==> src/rtl/fbe_pkg.sv <==
package fbe_pkg;

    // Number of bits in each framing sequence.
    localparam int PAT_LEN = 6;

    // Framing sequences. The MSB is the bit expected in the first frame
    // that carries the sequence.
    localparam logic [PAT_LEN-1:0] TERM_SEQ = 6'b101010;
    localparam logic [PAT_LEN-1:0] SIG_SEQ  = 6'b001110;
    localparam logic [PAT_LEN-1:0] EXT_SEQ  = 6'b001011;

    // A standard superframe holds one terminal bit and one signalling bit
    // per sequence position.
    localparam int STD_FRAMES = 2 * PAT_LEN;

    typedef enum logic {
        TALLY_OPEN,
        TALLY_FULL
    } tally_state_e;

    typedef struct packed {
        logic check;
        logic expect_bit;
    } fbit_ref_t;

endpackage

==> src/rtl/fbe_pos_track.sv <==
module fbe_pos_track
    import fbe_pkg::*;
#(
    parameter int EXT_FRAMES = 24,
    parameter int POS_W      = 5
) (
    input  logic             clk,
    input  logic             rst_n,
    input  logic             esf_mode,
    input  logic             frame_stb,
    input  logic             sf_start,
    output logic [POS_W-1:0] pos
);

    logic [POS_W-1:0] last_frame;

    assign last_frame = esf_mode ? POS_W'(EXT_FRAMES) : POS_W'(STD_FRAMES);

    // sf_start wins over frame_stb; after the last frame the position wraps to 1.
    always_ff @(posedge clk) begin
        if (!rst_n) begin
            pos <= POS_W'(1);
        end else if (sf_start) begin
            pos <= POS_W'(1);
        end else if (frame_stb) begin
            if (pos >= last_frame) begin
                pos <= POS_W'(1);
            end else begin
                pos <= pos + POS_W'(1);
            end
        end
    end

endmodule

==> src/rtl/fbe_pattern_ref.sv <==
module fbe_pattern_ref
    import fbe_pkg::*;
#(
    parameter int EXT_FRAMES = 24,
    parameter int POS_W      = 5
) (
    input  logic             esf_mode,
    input  logic             fs_check_en,
    input  logic [POS_W-1:0] pos,
    output fbit_ref_t        ref_o
);

    // Frames between two extended-mode framing bits.
    localparam int EXT_STEP = EXT_FRAMES / PAT_LEN;

    // Returns bit number idx of a sequence, counted from the first bit sent.
    // An index past the end of the sequence shifts everything out and gives 0.
    function automatic logic seq_bit(input logic [PAT_LEN-1:0] seq, input int idx);
        logic [PAT_LEN-1:0] shifted;
        shifted = seq << idx;
        return shifted[PAT_LEN-1];
    endfunction

    int frame_n;

    always_comb begin
        frame_n = int'(pos);
        ref_o   = '0;
        if (frame_n > 0) begin
            if (esf_mode) begin
                if ((frame_n % EXT_STEP) == 0) begin
                    ref_o.check      = 1'b1;
                    ref_o.expect_bit = seq_bit(EXT_SEQ, (frame_n / EXT_STEP) - 1);
                end
            end else if ((frame_n % 2) == 1) begin
                ref_o.check      = 1'b1;
                ref_o.expect_bit = seq_bit(TERM_SEQ, (frame_n - 1) / 2);
            end else begin
                ref_o.check      = fs_check_en;
                ref_o.expect_bit = seq_bit(SIG_SEQ, (frame_n / 2) - 1);
            end
        end
    end

endmodule

==> src/rtl/fbe_tally.sv <==
module fbe_tally
    import fbe_pkg::*;
#(
    parameter int CNT_W = 8
) (
    input  logic             clk,
    input  logic             rst_n,
    input  logic             hit,
    input  logic             irq_en,
    input  logic             preset_we,
    input  logic [CNT_W-1:0] preset_val,
    output logic [CNT_W-1:0] count,
    output logic             irq
);

    localparam logic [CNT_W-1:0] CNT_MAX = '1;
    localparam logic [CNT_W-1:0] CNT_PRE = CNT_MAX - CNT_W'(1);

    tally_state_e     st_q;
    tally_state_e     st_d;
    logic [CNT_W-1:0] cnt_d;
    logic             irq_d;

    // State register.
    always_ff @(posedge clk) begin
        if (!rst_n) begin
            st_q <= TALLY_OPEN;
        end else begin
            st_q <= st_d;
        end
    end

    // Next-state logic and next values of the outputs.
    always_comb begin
        st_d  = st_q;
        cnt_d = count;
        irq_d = 1'b0;
        unique case (st_q)
            TALLY_OPEN: begin
                if (preset_we) begin
                    cnt_d = preset_val;
                    st_d  = (preset_val == CNT_MAX) ? TALLY_FULL : TALLY_OPEN;
                end else if (hit) begin
                    cnt_d = count + CNT_W'(1);
                    if (count == CNT_PRE) begin
                        st_d = TALLY_FULL;
                    end
                end
            end
            TALLY_FULL: begin
                if (preset_we) begin
                    cnt_d = preset_val;
                    st_d  = (preset_val == CNT_MAX) ? TALLY_FULL : TALLY_OPEN;
                end else if (hit) begin
                    irq_d = irq_en;
                end
            end
            default: begin
                st_d = TALLY_OPEN;
            end
        endcase
    end

    // Output registers.
    always_ff @(posedge clk) begin
        if (!rst_n) begin
            count <= '0;
            irq   <= 1'b0;
        end else begin
            count <= cnt_d;
            irq   <= irq_d;
        end
    end

endmodule

==> src/rtl/frm_bit_err_cnt.sv <==
module frm_bit_err_cnt
    import fbe_pkg::*;
#(
    parameter int CNT_W      = 8,
    parameter int EXT_FRAMES = 24
) (
    input  logic             clk,
    input  logic             rst_n,
    input  logic             esf_mode,
    input  logic             fs_check_en,
    input  logic             los,
    input  logic             irq_en,
    input  logic             frame_stb,
    input  logic             sf_start,
    input  logic             fbit_vld,
    input  logic             fbit,
    input  logic             preset_we,
    input  logic [CNT_W-1:0] preset_data,
    output logic [CNT_W-1:0] count,
    output logic             irq
);

    localparam int POS_W = $clog2(EXT_FRAMES + 1);

    logic [POS_W-1:0] pos;
    fbit_ref_t        ref_w;
    logic             hit;

    fbe_pos_track #(
        .EXT_FRAMES(EXT_FRAMES),
        .POS_W     (POS_W)
    ) u_pos (
        .clk      (clk),
        .rst_n    (rst_n),
        .esf_mode (esf_mode),
        .frame_stb(frame_stb),
        .sf_start (sf_start),
        .pos      (pos)
    );

    fbe_pattern_ref #(
        .EXT_FRAMES(EXT_FRAMES),
        .POS_W     (POS_W)
    ) u_ref (
        .esf_mode   (esf_mode),
        .fs_check_en(fs_check_en),
        .pos        (pos),
        .ref_o      (ref_w)
    );

    // A counted error: a valid, checked bit that differs from the expected one, while in sync.
    assign hit = fbit_vld & ref_w.check & (fbit ^ ref_w.expect_bit) & ~los;

    fbe_tally #(
        .CNT_W(CNT_W)
    ) u_tally (
        .clk       (clk),
        .rst_n     (rst_n),
        .hit       (hit),
        .irq_en    (irq_en),
        .preset_we (preset_we),
        .preset_val(preset_data),
        .count     (count),
        .irq       (irq)
    );

endmodule

==> config.mk <==
export PLATFORM = sky130hd
export DESIGN_NAME = frm_bit_err_cnt
export DESIGN_NICKNAME = d
export VERILOG_FILES = /design/src/rtl/fbe_pkg.sv /design/src/rtl/fbe_pos_track.sv /design/src/rtl/fbe_pattern_ref.sv /design/src/rtl/fbe_tally.sv /design/src/rtl/frm_bit_err_cnt.sv
export SDC_FILE = /design/constraint.sdc
export NUM_CORES = 1
export LEC_CHECK = 0
export ABC_AREA = 1
export BUFFER_PORTS_ARGS = -buffer_cell sky130_fd_sc_hd__buf_2
export CAP_MARGIN = 40
export CORE_MARGIN = 8
export CORE_UTILIZATION = 40
export CTS_CLUSTER_DIAMETER = 80
export CTS_CLUSTER_SIZE = 24
export DETAILED_ROUTE_END_ITERATION = 10
export HOLD_SLACK_MARGIN = 0.1
export SLEW_MARGIN = 20
export SYNTH_ARGS = -nofsm -noshare
export SYNTH_HDL_FRONTEND = slang
export SYNTH_SLANG_ARGS = --single-unit
==> constraint.sdc <==
create_clock -name clk -period 3.7 [get_ports clk]
set_clock_uncertainty 0.05 [all_clocks]
set_input_delay 0.555 -clock clk [delete_from_list [all_inputs] [get_ports clk]]
set_output_delay 0.555 -clock clk [all_outputs]
set_load 0.005 [all_outputs]
==> results by group, run 1 <==
CTS
  – CTS tree: built
  – Clock Latency Late Sink: roughly 240 ps
  – H-tree depth: 1
  – Post-CTS Hold Fix Bufs: 0
  – CTS Sinks: 15
  – CTS Root Cell: clkbuf_8
  – Longest Clk Path Bufs: 2
  – CTS clk-pin slew, worst paths: 60 ps
  – CTS resizes: 0
  – Post-CTS setup buffer count: 0
  – Total CTS buffers: 3

Global route
  – M3 GR Usage: 4.01%
  – GRT Util Overall: between 10% and 20%
  – Vias in the first global route: 1,331
  – Met1 global-route usage: 15.8%
  – First-pass GRT wire length: between 6 and 7 mm
  – M2 GR Usage: 18.9%
  – GR Overflow Total: 0
  – GR peak layer: met2
  – Pin count of the biggest net entering global routing: 15
  – Initial antenna violation count: 0

Power
  – Pwr per Cell Area: 262 mW/mm^2
  – Maximum vdd drop: 0.220 mV
  – NetSw: 0.141 mW
  – Clock power frac: 30.1%
  – Internal power: just under 0.3 mW
  – Sw frac: 32.2%
  – Combinational fraction of design power: 27.9%
  – LEAKAGE: 0.846 nW
  – Part of the power in registers: 42.0%

Worst setup path
  – CP Cell Sequence: inv_1, ha_1, nand2_2, nand3_2, nor2_1, nand4_1, ha_1, nand4_1, nor3_1, nand3_1, nand2_1, nand2_1, nand2_1, nand3_2, nand2_2, nand2_2, nor2_1, nor2_1
  – Reg2reg end: u_tally.count[1]
  – CP max FO: 11
  – Crit path max-delay cell type: nor2_1
  – Kind of critical path: reg -> reg
  – Critical Path Sink Type: register
  – Critical Path RT: 3790 ps
  – Crit-path leading delay family: simple AND/OR/NAND/NOR gates
  – Internal reg-to-reg setup slack: 430 ps
  – Cells on worst reg2reg path: 18
  – CP startpoint kind: register
  – Critical R2R Launch: u_pos.pos[1]
  – Critical path's largest stage delay: 490 ps
  – Worst EP arrival: 3360 ps
  – WP buf/inv: 1

Min path
  – Hold crit path type: reg -> reg
  – Hold depth: 2
  – Beginning of the worst hold path: u_tally.count[6]
  – Hold path endpoint: u_tally.count[6]

Floorplan
  – Starting Density: between 40 and 50%
  – Die height: roughly 77 um
  – I/O pins: 28
  – Die Width: 76.6 um
  – Floorplan row count: 22
  – Core area: 0.00361 mm^2
  – Die area: 0.00587 mm^2

Routing
  – Iteration-0 DRC Markers: 99
  – Drc violations: 0
  – Total routed wirelength: roughly 3.5 mm
  – 1st-pass router iterations: 4
  – Vias/cell: between 4 and 5
  – DRT antenna net count: 0
  – Vias: 1,461
  – Routed WL per cell: roughly 12 um

Layout
  – Diode count: 0
  – Area of the multi-input gates: roughly 0.0010 mm^2
  – Storage element area: ~300 um^2
  – Layout cells sized above 1: roughly a fifth
  – Nets: 290
  – Layout area overhead: 14.0%
  – Fill count: 420
  – Post-layout util: roughly 46%

Place
  – Final Wtd Congestion: 0.818
  – Port Buffers: 27
  – DP Wirelength: between 2 and 3 mm

Synth
  – Count leader, synth: nand2_1
  – Synth top area share: 20.4%
  – Syn nets: 263
  – Number of synthesized flops with an enable pin: 0
  – Post-Synthesis Cells: 225
  – Ys async rst share: 0%
  – Register area share after synthesis: 20.4%
  – Mean area per synthesized cell: 6.53 um^2
  – Ranking of synthesized cells by area: dfxtp_1, ha_1, nand2_1
  – Most frequent cells after synthesis: nand2_1, inv_1, nor2_1
  – #FFs+latches synth: 15
  – Post-synth design cell area: 0.00147 mm^2
  – Synth Warn #: 0
  – Area leader, netlist: dfxtp_1
  – Unique masters post-synth: 34
  – Primary FF master, synth: dfxtp_1

STA
  – Max_slew headroom: 60.4%
  – Setup violations, final: 0
  – Fin. Hold Viols: 0
  – Worst-Margin Slew: 592 ps
  – Max Clk Rate: 306 MHz
  – Final setup TNS: 0 ps
  – Final Max Slew Viols: 0
  – RSZ-0062 raised after global routing: no
  – Final Critical Period: ~3300 ps
  – Final period util: 88.3%

Job
  – Max cap viols: 0

Status
  – Outcome: complete, no violations
worst register-to-register path, delay by kind of cell, from the launching register on:
family	cells	cell delay [ps]
fa+ha+maj	2	550
buf+inv	1	140
flops	1	450
simple gates	15	1980
per-stage QoR:
step	power (mW)	hold WS [ps]	instance area (um^2)	worst slack (ps)	std cells
after floorplan	0.273	447	1470	908	225
after global placement	0.310	479	1630	497	295
after detailed placement	0.311	477	1630	461	295
after CTS	0.446	484	1670	459	299
after global routing	0.474	514	1670	57.0	299
final	0.439	487	1670	433	299
worst max path at each step:
stage | start | end | depth (start not counted)
detailed placement | u_pos.pos[1] | u_tally.count[1] | 18
global placement | u_pos.pos[1] | u_tally.count[3] | 18
CTS | u_pos.pos[1] | u_tally.count[1] | 18
finish | u_pos.pos[1] | u_tally.count[1] | 18
floorplan | u_pos.pos[1] | u_tally.count[7] | 19
global route | u_pos.pos[1] | u_tally.count[2] | 20
layout by cell type, fill, tap and decap left out, types with 4 or more instances in the layout:
cell     count
a21oi_1     12
buf_2       27
dfxtp_1     15
ha_1        19
inv_1       25
inv_2        4
nand2_1     52
nand2_2      5
nand3_1     19
nand4_1      6
nor2_1      25
nor3_1       5
o21ai_0      9
power by group through the flow:
stage,logic [mW],clock network (mW),registers [mW]
after detailed placement,0.123,0,0.188
after CTS,0.123,0.138,0.184
after global placement,0.122,0,0.188
after floorplan,0.0869,0,0.186
final,0.123,0.132,0.185
after global routing,0.141,0.146,0.186
sequential cells by signal (all words and copies together) (netlist names):
| name | count |
|---|---|
| u_tally.st_q | 1 |
| u_tally.count | 8 |
| u_pos.pos | 5 |
| u_tally.irq | 1 |
kinds of logic after synthesis:
logic type / after synthesis / share of synthesized area [%]
simple gates: 120 / 37.6
buf+inv: 34 / 9.80
flops: 15 / 20.4
fa+ha+maj: 19 / 16.2
compound gates: 33 / 13.5
xor+xnor: 4 / 2.39
final cells by class:
type / count / area share, %
clock buffer: 4 / 2.69
inverter: 29 / 6.50
multi-input combinational: 176 / 61.2
sequential: 15 / 17.9
tap: 48 / 3.59
timing repair buffer: 27 / 8.07
per-layer routing:
metal | routed length (um) | part of all wire [%]
met1 | 1730 | 49
met5 | 0 | 0
met4 | 16 | 0.46
met3 | 217 | 6.2
met2 | 1550 | 44
Note: power is estimated with default switching activity, not from simulation.
==> run 2: changes to the inputs <==
Settings changed: BUFFER_PORTS_ARGS -buffer_cell sky130_fd_sc_hd__buf_2 to unset, DONT_BUFFER_PORTS set to 1.
==> run 2 against run 1 <==
  * Total power fell by 3.4%
  * Non-clock buffer count fell by 27
  * Via count fell by 6.3%
  * First-iteration DRC count fell by 43%
  * Sequential share of layout area rose by 1.5 points
  * Combinational power fell by 19%
  * Cell count fell by 9.0%
  * Worst setup slack improved by 130 ps
  * Global-route usage fell by 0.41 points
  * Sequential cell count did not move
  * Largest cell class unchanged
  * Largest power group unchanged
  * Highest routed layer unchanged
==> results by group, run 2 (synthesis results as in run 1) <==
Floorplan
  – Starting Density: 40.7% (unchanged)
  – Die height: 76.6 um (unchanged)
  – Floorplan row count: 22 (unchanged)
  – Core area: 0.00361 mm^2 (unchanged)
  – Die Width: 76.6 um (unchanged)
  – I/O pins: 28 (unchanged)
  – Die area: 0.00587 mm^2 (unchanged)

Min path
  – Hold depth: 1 (-1)
  – Hold path endpoint: u_pos.pos[1]
  – Hold crit path type: in -> reg
  – Beginning of the worst hold path: frame_stb

Layout
  – Top reg by flops: u_tally.count
  – Layout area overhead: 5.20%
  – Max reg flops: 8 (unchanged)
  – Largest registers: u_tally.count (8), u_pos.pos (5)
  – Area of the multi-input gates: 0.00103 mm^2 (+0.24%)
  – Fill count: 390 (-7.1%)
  – Most frequent cells in the layout: nand2_1, inv_1, nor2_1
  – Layout cells sized above 1: 9.82% (-8.9 points)
  – Storage element area: 300 um^2 (unchanged)
  – Most common cell after layout, fill and taps aside: nand2_1
  – Diode count: 0 (unchanged)
  – Nets: 263 (-9.3%)

Place
  – DP Worst Slack: 456 ps (-4.85 ps)
  – Port Buffers: 0 (-100%)
  – DP Wirelength: 2.76 mm (-4.9%)
  – Final Wtd Congestion: 0.800 (-2.3%)

Power
  – LEAKAGE: 0.729 nW (-14%)
  – Part of the power in registers: 43.9% (+1.9 points)
  – Maximum vdd drop: 0.170 mV (-23%)
  – Total power draw: 0.425 mW (-3.4%)
  – NetSw: 0.138 mW (-2.3%)
  – Pwr per Cell Area: 275 mW/mm^2 (+4.7%)
  – Sw frac: 32.5% (+0.34 points)
  – Clock power frac: 32.5% (+2.4 points)
  – Internal power: 0.287 mW (-3.8%)
  – Combinational fraction of design power: 23.5% (-4.4 points)

CTS
  – Post-CTS Hold Fix Bufs: 0 (unchanged)
  – Clock Latency Late Sink: 250 ps (about the same)
  – Total CTS buffers: 3 (unchanged)
  – CTS Root Cell: clkbuf_8
  – Post-CTS setup buffer count: 0 (unchanged)
  – H-tree depth: 1 (unchanged)
  – CTS tree: built
  – CTS Sinks: 15 (unchanged)
  – CTS resizes: 0 (unchanged)
  – CTS clk-pin slew, worst paths: 60 ps (about the same)
  – Longest Clk Path Bufs: 2 (unchanged)

Routing
  – Drc violations: 0 (unchanged)
  – DRT antenna net count: 0 (unchanged)
  – Vias: 1,369 (-6.3%)
  – Total routed wirelength: 3.38 mm (-3.7%)
  – Vias/cell: 5.03 (+3.0%)
  – Iteration-0 DRC Markers: 56 (-43%)
  – 1st-pass router iterations: 5 (+1)
  – Routed WL per cell: 12.4 um (+5.8%)

Worst setup path
  – Critical Path RT: 3800 ps (about the same)
  – Worst EP arrival: 3240 ps (-120 ps)
  – Critical R2R Launch: u_pos.pos[0]
  – Internal reg-to-reg setup slack: 560 ps (+130 ps)
  – Reg2reg end: u_tally.count[1]
  – Critical Path Sink Type: register
  – CP startpoint kind: register
  – Kind of critical path: reg -> reg
  – Cells on worst reg2reg path: 18 (unchanged)
  – CP max FO: 11 (unchanged)

Job
  – Max cap viols: 0 (unchanged)

STA
  – Final setup TNS: 0 ps (unchanged)
  – Max_slew headroom: 73.3% (+13 points)
  – Post-route worst setup slack: 563 ps (+130 ps)
  – Final period util: 84.8% (-3.5 points)
  – Final Critical Period: 3140 ps (-130 ps)
  – Max Clk Rate: 319 MHz (+4.1%)
  – Worst-Margin Slew: 399 ps (-193 ps)
  – Final Max Slew Viols: 0 (unchanged)
  – Setup violations, final: 0 (unchanged)
  – RSZ-0062 raised after global routing: no
  – Fin. Hold Viols: 0 (unchanged)

Global route
  – Vias in the first global route: 1,183 (-11%)
  – GR Overflow Total: 0 (unchanged)
  – Initial antenna violation count: 0 (unchanged)
  – Pin count of the biggest net entering global routing: 15 (unchanged)
  – GRT Util Overall: 11.7% (-0.41 points)
  – First-pass GRT wire length: 5.69 mm (-6.6%)

Status
  – Outcome: complete, no violations
run 2: changes by cell type in the layout (fill, tap and decap cells not counted):
cell        before  now
nor2_1          25   24
buf_2           27    0
clkinvlp_4       0    1
nor2_2           0    1
clkbuf_1         1    0
run 2: layout make-up:
class | count | share of cell area, %
clock buffer | 3 | 2.67
clock inverter | 1 | 0.486
inverter | 29 | 7.04
multi-input combinational | 176 | 66.5
sequential | 15 | 19.4
tap | 48 | 3.89
run 2: power groups by stage:
stage	sequential [mW]	combinational (mW)	clock, mW
global route	0.189	0.116	0.150
global placement	0.191	0.0985	0
finish	0.187	0.100	0.138
detailed placement	0.191	0.0984	0
floorplan	0.186	0.0869	0
CTS	0.187	0.0991	0.143
run 2: worst max path at each step:
stage                     cells after the start                to    startpoint  slack (ps)
final                                        18  u_tally.count[1]  u_pos.pos[0]         560
after global routing                         20  u_tally.count[3]  u_pos.pos[2]         170
after CTS                                    18  u_tally.count[1]  u_pos.pos[1]         430
after detailed placement                     18  u_tally.count[1]  u_pos.pos[1]         460
after global placement                       19  u_tally.count[1]  u_pos.pos[1]         470
after floorplan                              19  u_tally.count[7]  u_pos.pos[1]         910
run 2: layer usage:
metal | part of all wire [%] | wire length [um] | vias up | track usage [%]
li1 | - | - | 740 | -
met1 | 49 | 1660 | 586 | 15.0
met2 | 43 | 1440 | 41 | 17.5
met3 | 7.6 | 257 | 2 | 4.83
met4 | 0.77 | 26 | 0 | 2.88
met5 | 0 | 0 | - | 0
run 2: worst max-delay path: stages (launching register included):
cell and delay, ps:
dfxtp_1 490, inv_1 140, ha_1 310, inv_1 100
ha_1 170, ha_1 210, nand3_1 100, ha_1 310
nand4_1 100, nor3_1 190, nand3_1 100, nand2_1 80
nand2_1 50, nand2_1 60, nand3_2 80, nand2_2 190
nand2_2 120, nor2_1 120, nor2_1 50
run 2: per-stage QoR:
step,std cells,instance area [um^2],hold WS (ps),utilization (%)
after global routing,272,1550,340,42.9
after CTS,272,1540,339,42.8
after global placement,268,1490,503,41.4
final,272,1550,345,42.9
after detailed placement,268,1490,501,41.4
after floorplan,225,1470,447,-
==> run 3: changes to the inputs <==
Clock period 3.7 ns to 3 ns, I/O delays scaled along.
==> run 3 against run 2 <==
  * Critical path depth up 3
  * Global-route usage is 0.20 points higher
  * Sequential share of layout area down 1.7 points
  * Cell count increased by 3.3%
  * Worst setup slack lost 310 ps
  * Core utilization rose by 4.6 points
  * Sequential cell count unchanged
  * Combinational power is 47% higher
  * Cell area rose by 11%
  * Total power increased by 27%
  * Largest cell class unchanged
  * Largest power group unchanged
==> results by group, run 3 (synthesis results as in run 1) <==
Status
  – Outcome: complete, no violations

Power
  – LEAKAGE: 0.778 nW (+6.7%)
  – Pwr per Cell Area: 314 mW/mm^2 (+14%)
  – Maximum vdd drop: 0.153 mV (-9.7%)

Worst setup path
  – CP max FO: 6 (-5)
  – Worst EP arrival: 2840 ps (-400 ps)
  – CP startpoint kind: register
  – Critical Path RT: 3090 ps (-710 ps)
  – Kind of critical path: reg -> reg
  – Critical Path Sink Type: register
  – Internal reg-to-reg setup slack: 250 ps (-310 ps)

Floorplan
  – I/O pins: 28 (unchanged)
  – Die height: 76.6 um (unchanged)
  – Die Width: 76.6 um (unchanged)
  – Floorplan row count: 22 (unchanged)
  – Starting Density: 40.7% (unchanged)
  – Die area: 0.00587 mm^2 (unchanged)
  – Core area: 0.00361 mm^2 (unchanged)

Layout
  – Post-route design area: 0.00171 mm^2 (+11%)
  – Top reg by flops: u_tally.count
  – Max reg flops: 8 (unchanged)
  – Diode count: 0 (unchanged)
  – Layout cells sized above 1: 21.5% (+12 points)
  – Fill count: 375 (-3.8%)
  – Most frequent cells in the layout: nand2_1, nor2_1, inv_1
  – Layout area overhead: 16.5%
  – Nets: 272 (+3.4%)
  – Most common cell after layout, fill and taps aside: nand2_1
  – Largest registers: u_tally.count (8), u_pos.pos (5)

Routing
  – Iteration-0 DRC Markers: 104 (+86%)
  – Vias: 1,416 (+3.4%)
  – Routed WL per cell: 13.2 um (+5.8%)
  – Drc violations: 0 (unchanged)
  – DRT antenna net count: 0 (unchanged)
  – Vias/cell: 5.04 (+0.12%)
  – 1st-pass router iterations: 4 (-1)
  – Total routed wirelength: 3.70 mm (+9.3%)

STA
  – Max_slew headroom: 70.7% (-2.6 points)
  – RSZ-0062 raised after global routing: no
  – Worst-Margin Slew: 438 ps (+39.2 ps)
  – Worst hold slack: 255 ps (-90.3 ps)
  – Fin. Hold Viols: 0 (unchanged)
  – Max Clk Rate: 364 MHz (+14%)
  – Final Max Slew Viols: 0 (unchanged)
  – Final period util: 91.6% (+6.8 points)
  – Setup violations, final: 0 (unchanged)
  – Final setup TNS: 0 ps (unchanged)
  – Final Critical Period: 2750 ps (-390 ps)

Place
  – DP Wirelength: 2.89 mm (+4.8%)
  – Port Buffers: 0 (unchanged)
  – DP Area: 0.00155 mm^2 (+4.0%)
  – Final Wtd Congestion: 0.819 (+2.4%)

CTS
  – CTS Sinks: 15 (unchanged)
  – H-tree depth: 1 (unchanged)
  – Clock Latency Late Sink: 250 ps (about the same)
  – CTS Root Cell: clkbuf_8
  – Longest Clk Path Bufs: 2 (unchanged)
  – CTS tree: built
  – Total CTS buffers: 3 (unchanged)
  – CTS clk-pin slew, worst paths: 60 ps (about the same)

Global route
  – GR peak layer: met2
  – Pin count of the biggest net entering global routing: 15 (unchanged)
  – Vias in the first global route: 1,266 (+7.0%)
  – M2 GR Usage: 19.3% (+1.8 points)
  – GR Overflow Total: 0 (unchanged)
  – First-pass GRT wire length: 5.85 mm (+2.8%)
  – Initial antenna violation count: 0 (unchanged)
  – Met1 global-route usage: 14.4% (-0.67 points)
  – GRT Util Overall: 11.9% (+0.20 points)
  – M3 GR Usage: 4.83% (unchanged)

Job
  – Max cap viols: 0 (unchanged)

Min path
  – Hold crit path type: in -> reg
[run 3: cell types whose count changed in the layout (fill, tap and decap cells not counted), sizes merged]
cell / change
buf: +8
clkbuf: +1
clkinvlp: -1
nand2: +1
[run 3: path summary, 6_finish.rpt]
kind                                   start                to  cells after the start
worst max-delay path            u_pos.pos[1]  u_tally.count[2]                     21
worst min-delay path               frame_stb      u_pos.pos[1]                      1
worst max register to register  u_pos.pos[1]  u_tally.count[2]                     21
worst min register to register  u_pos.pos[2]      u_pos.pos[2]                      3
[run 3: per-layer routing]
layer | part of all wire (%) | routed length (um) | vias up
met5 | 0 | 0 | -
met4 | 0.46 | 17 | 0
met3 | 5.9 | 218 | 2
met2 | 46 | 1700 | 25
met1 | 48 | 1770 | 633
li1 | - | - | 756
[run 3: area by class of cell]
type,count,area (um^2),area share (%)
inverters,29,114,6.65
multi-input cells,177,1130,65.9
repair buffers,8,60.1,3.51
well taps,48,60.1,3.51
clock buffers,4,45.0,2.63
flip-flops and latches,15,304,17.8
[run 3: what timing repair did]
action / 4_1_cts / 5_1_grt
buffers inserted: 0 / 1
endpoints found under the setup margin: 0 / 8
hold buffers: 0 / 0
gates resized for setup: 0 / 29
[run 3: power by group]
part           total, mW  switching, mW  internal, mW  leakage, nW
Sequential         0.229         0.0169         0.212        0.124
Combinational      0.147         0.0866        0.0603        0.631
Clock              0.162         0.0677        0.0939       0.0228
Total              0.537          0.171         0.366        0.778
[run 3: worst max-delay path, stage by stage, from the launching register on]
cell     delay [ps]
dfxtp_2         330
inv_4            90
ha_4            130
nand2_1          70
nor2_1          120
ha_2            190
inv_2            40
nor2_4          110
nand4_1         160
ha_4            200
nor2_2           90
nand3_1          90
nor3_2          160
nand3_1          90
nand2_2         100
nand2_2          50
nand2_2          80
nand3_4         100
nand2_4         130
nand2_4          80
nor2_1          110
nor2_1           60
[run 3: metrics by stage]
| stage | setup slack (ps) | std cells | utilization, % | power, mW |
|---|---|---|---|---|
| floorplan | 208 | 225 | - | 0.336 |
| global placement | 138 | 276 | 43.1 | 0.363 |
| detailed placement | 132 | 276 | 43.1 | 0.362 |
| CTS | 118 | 280 | 44.3 | 0.527 |
| global route | 0.858 | 281 | 47.5 | 0.573 |
| finish | 253 | 281 | 47.5 | 0.537 |
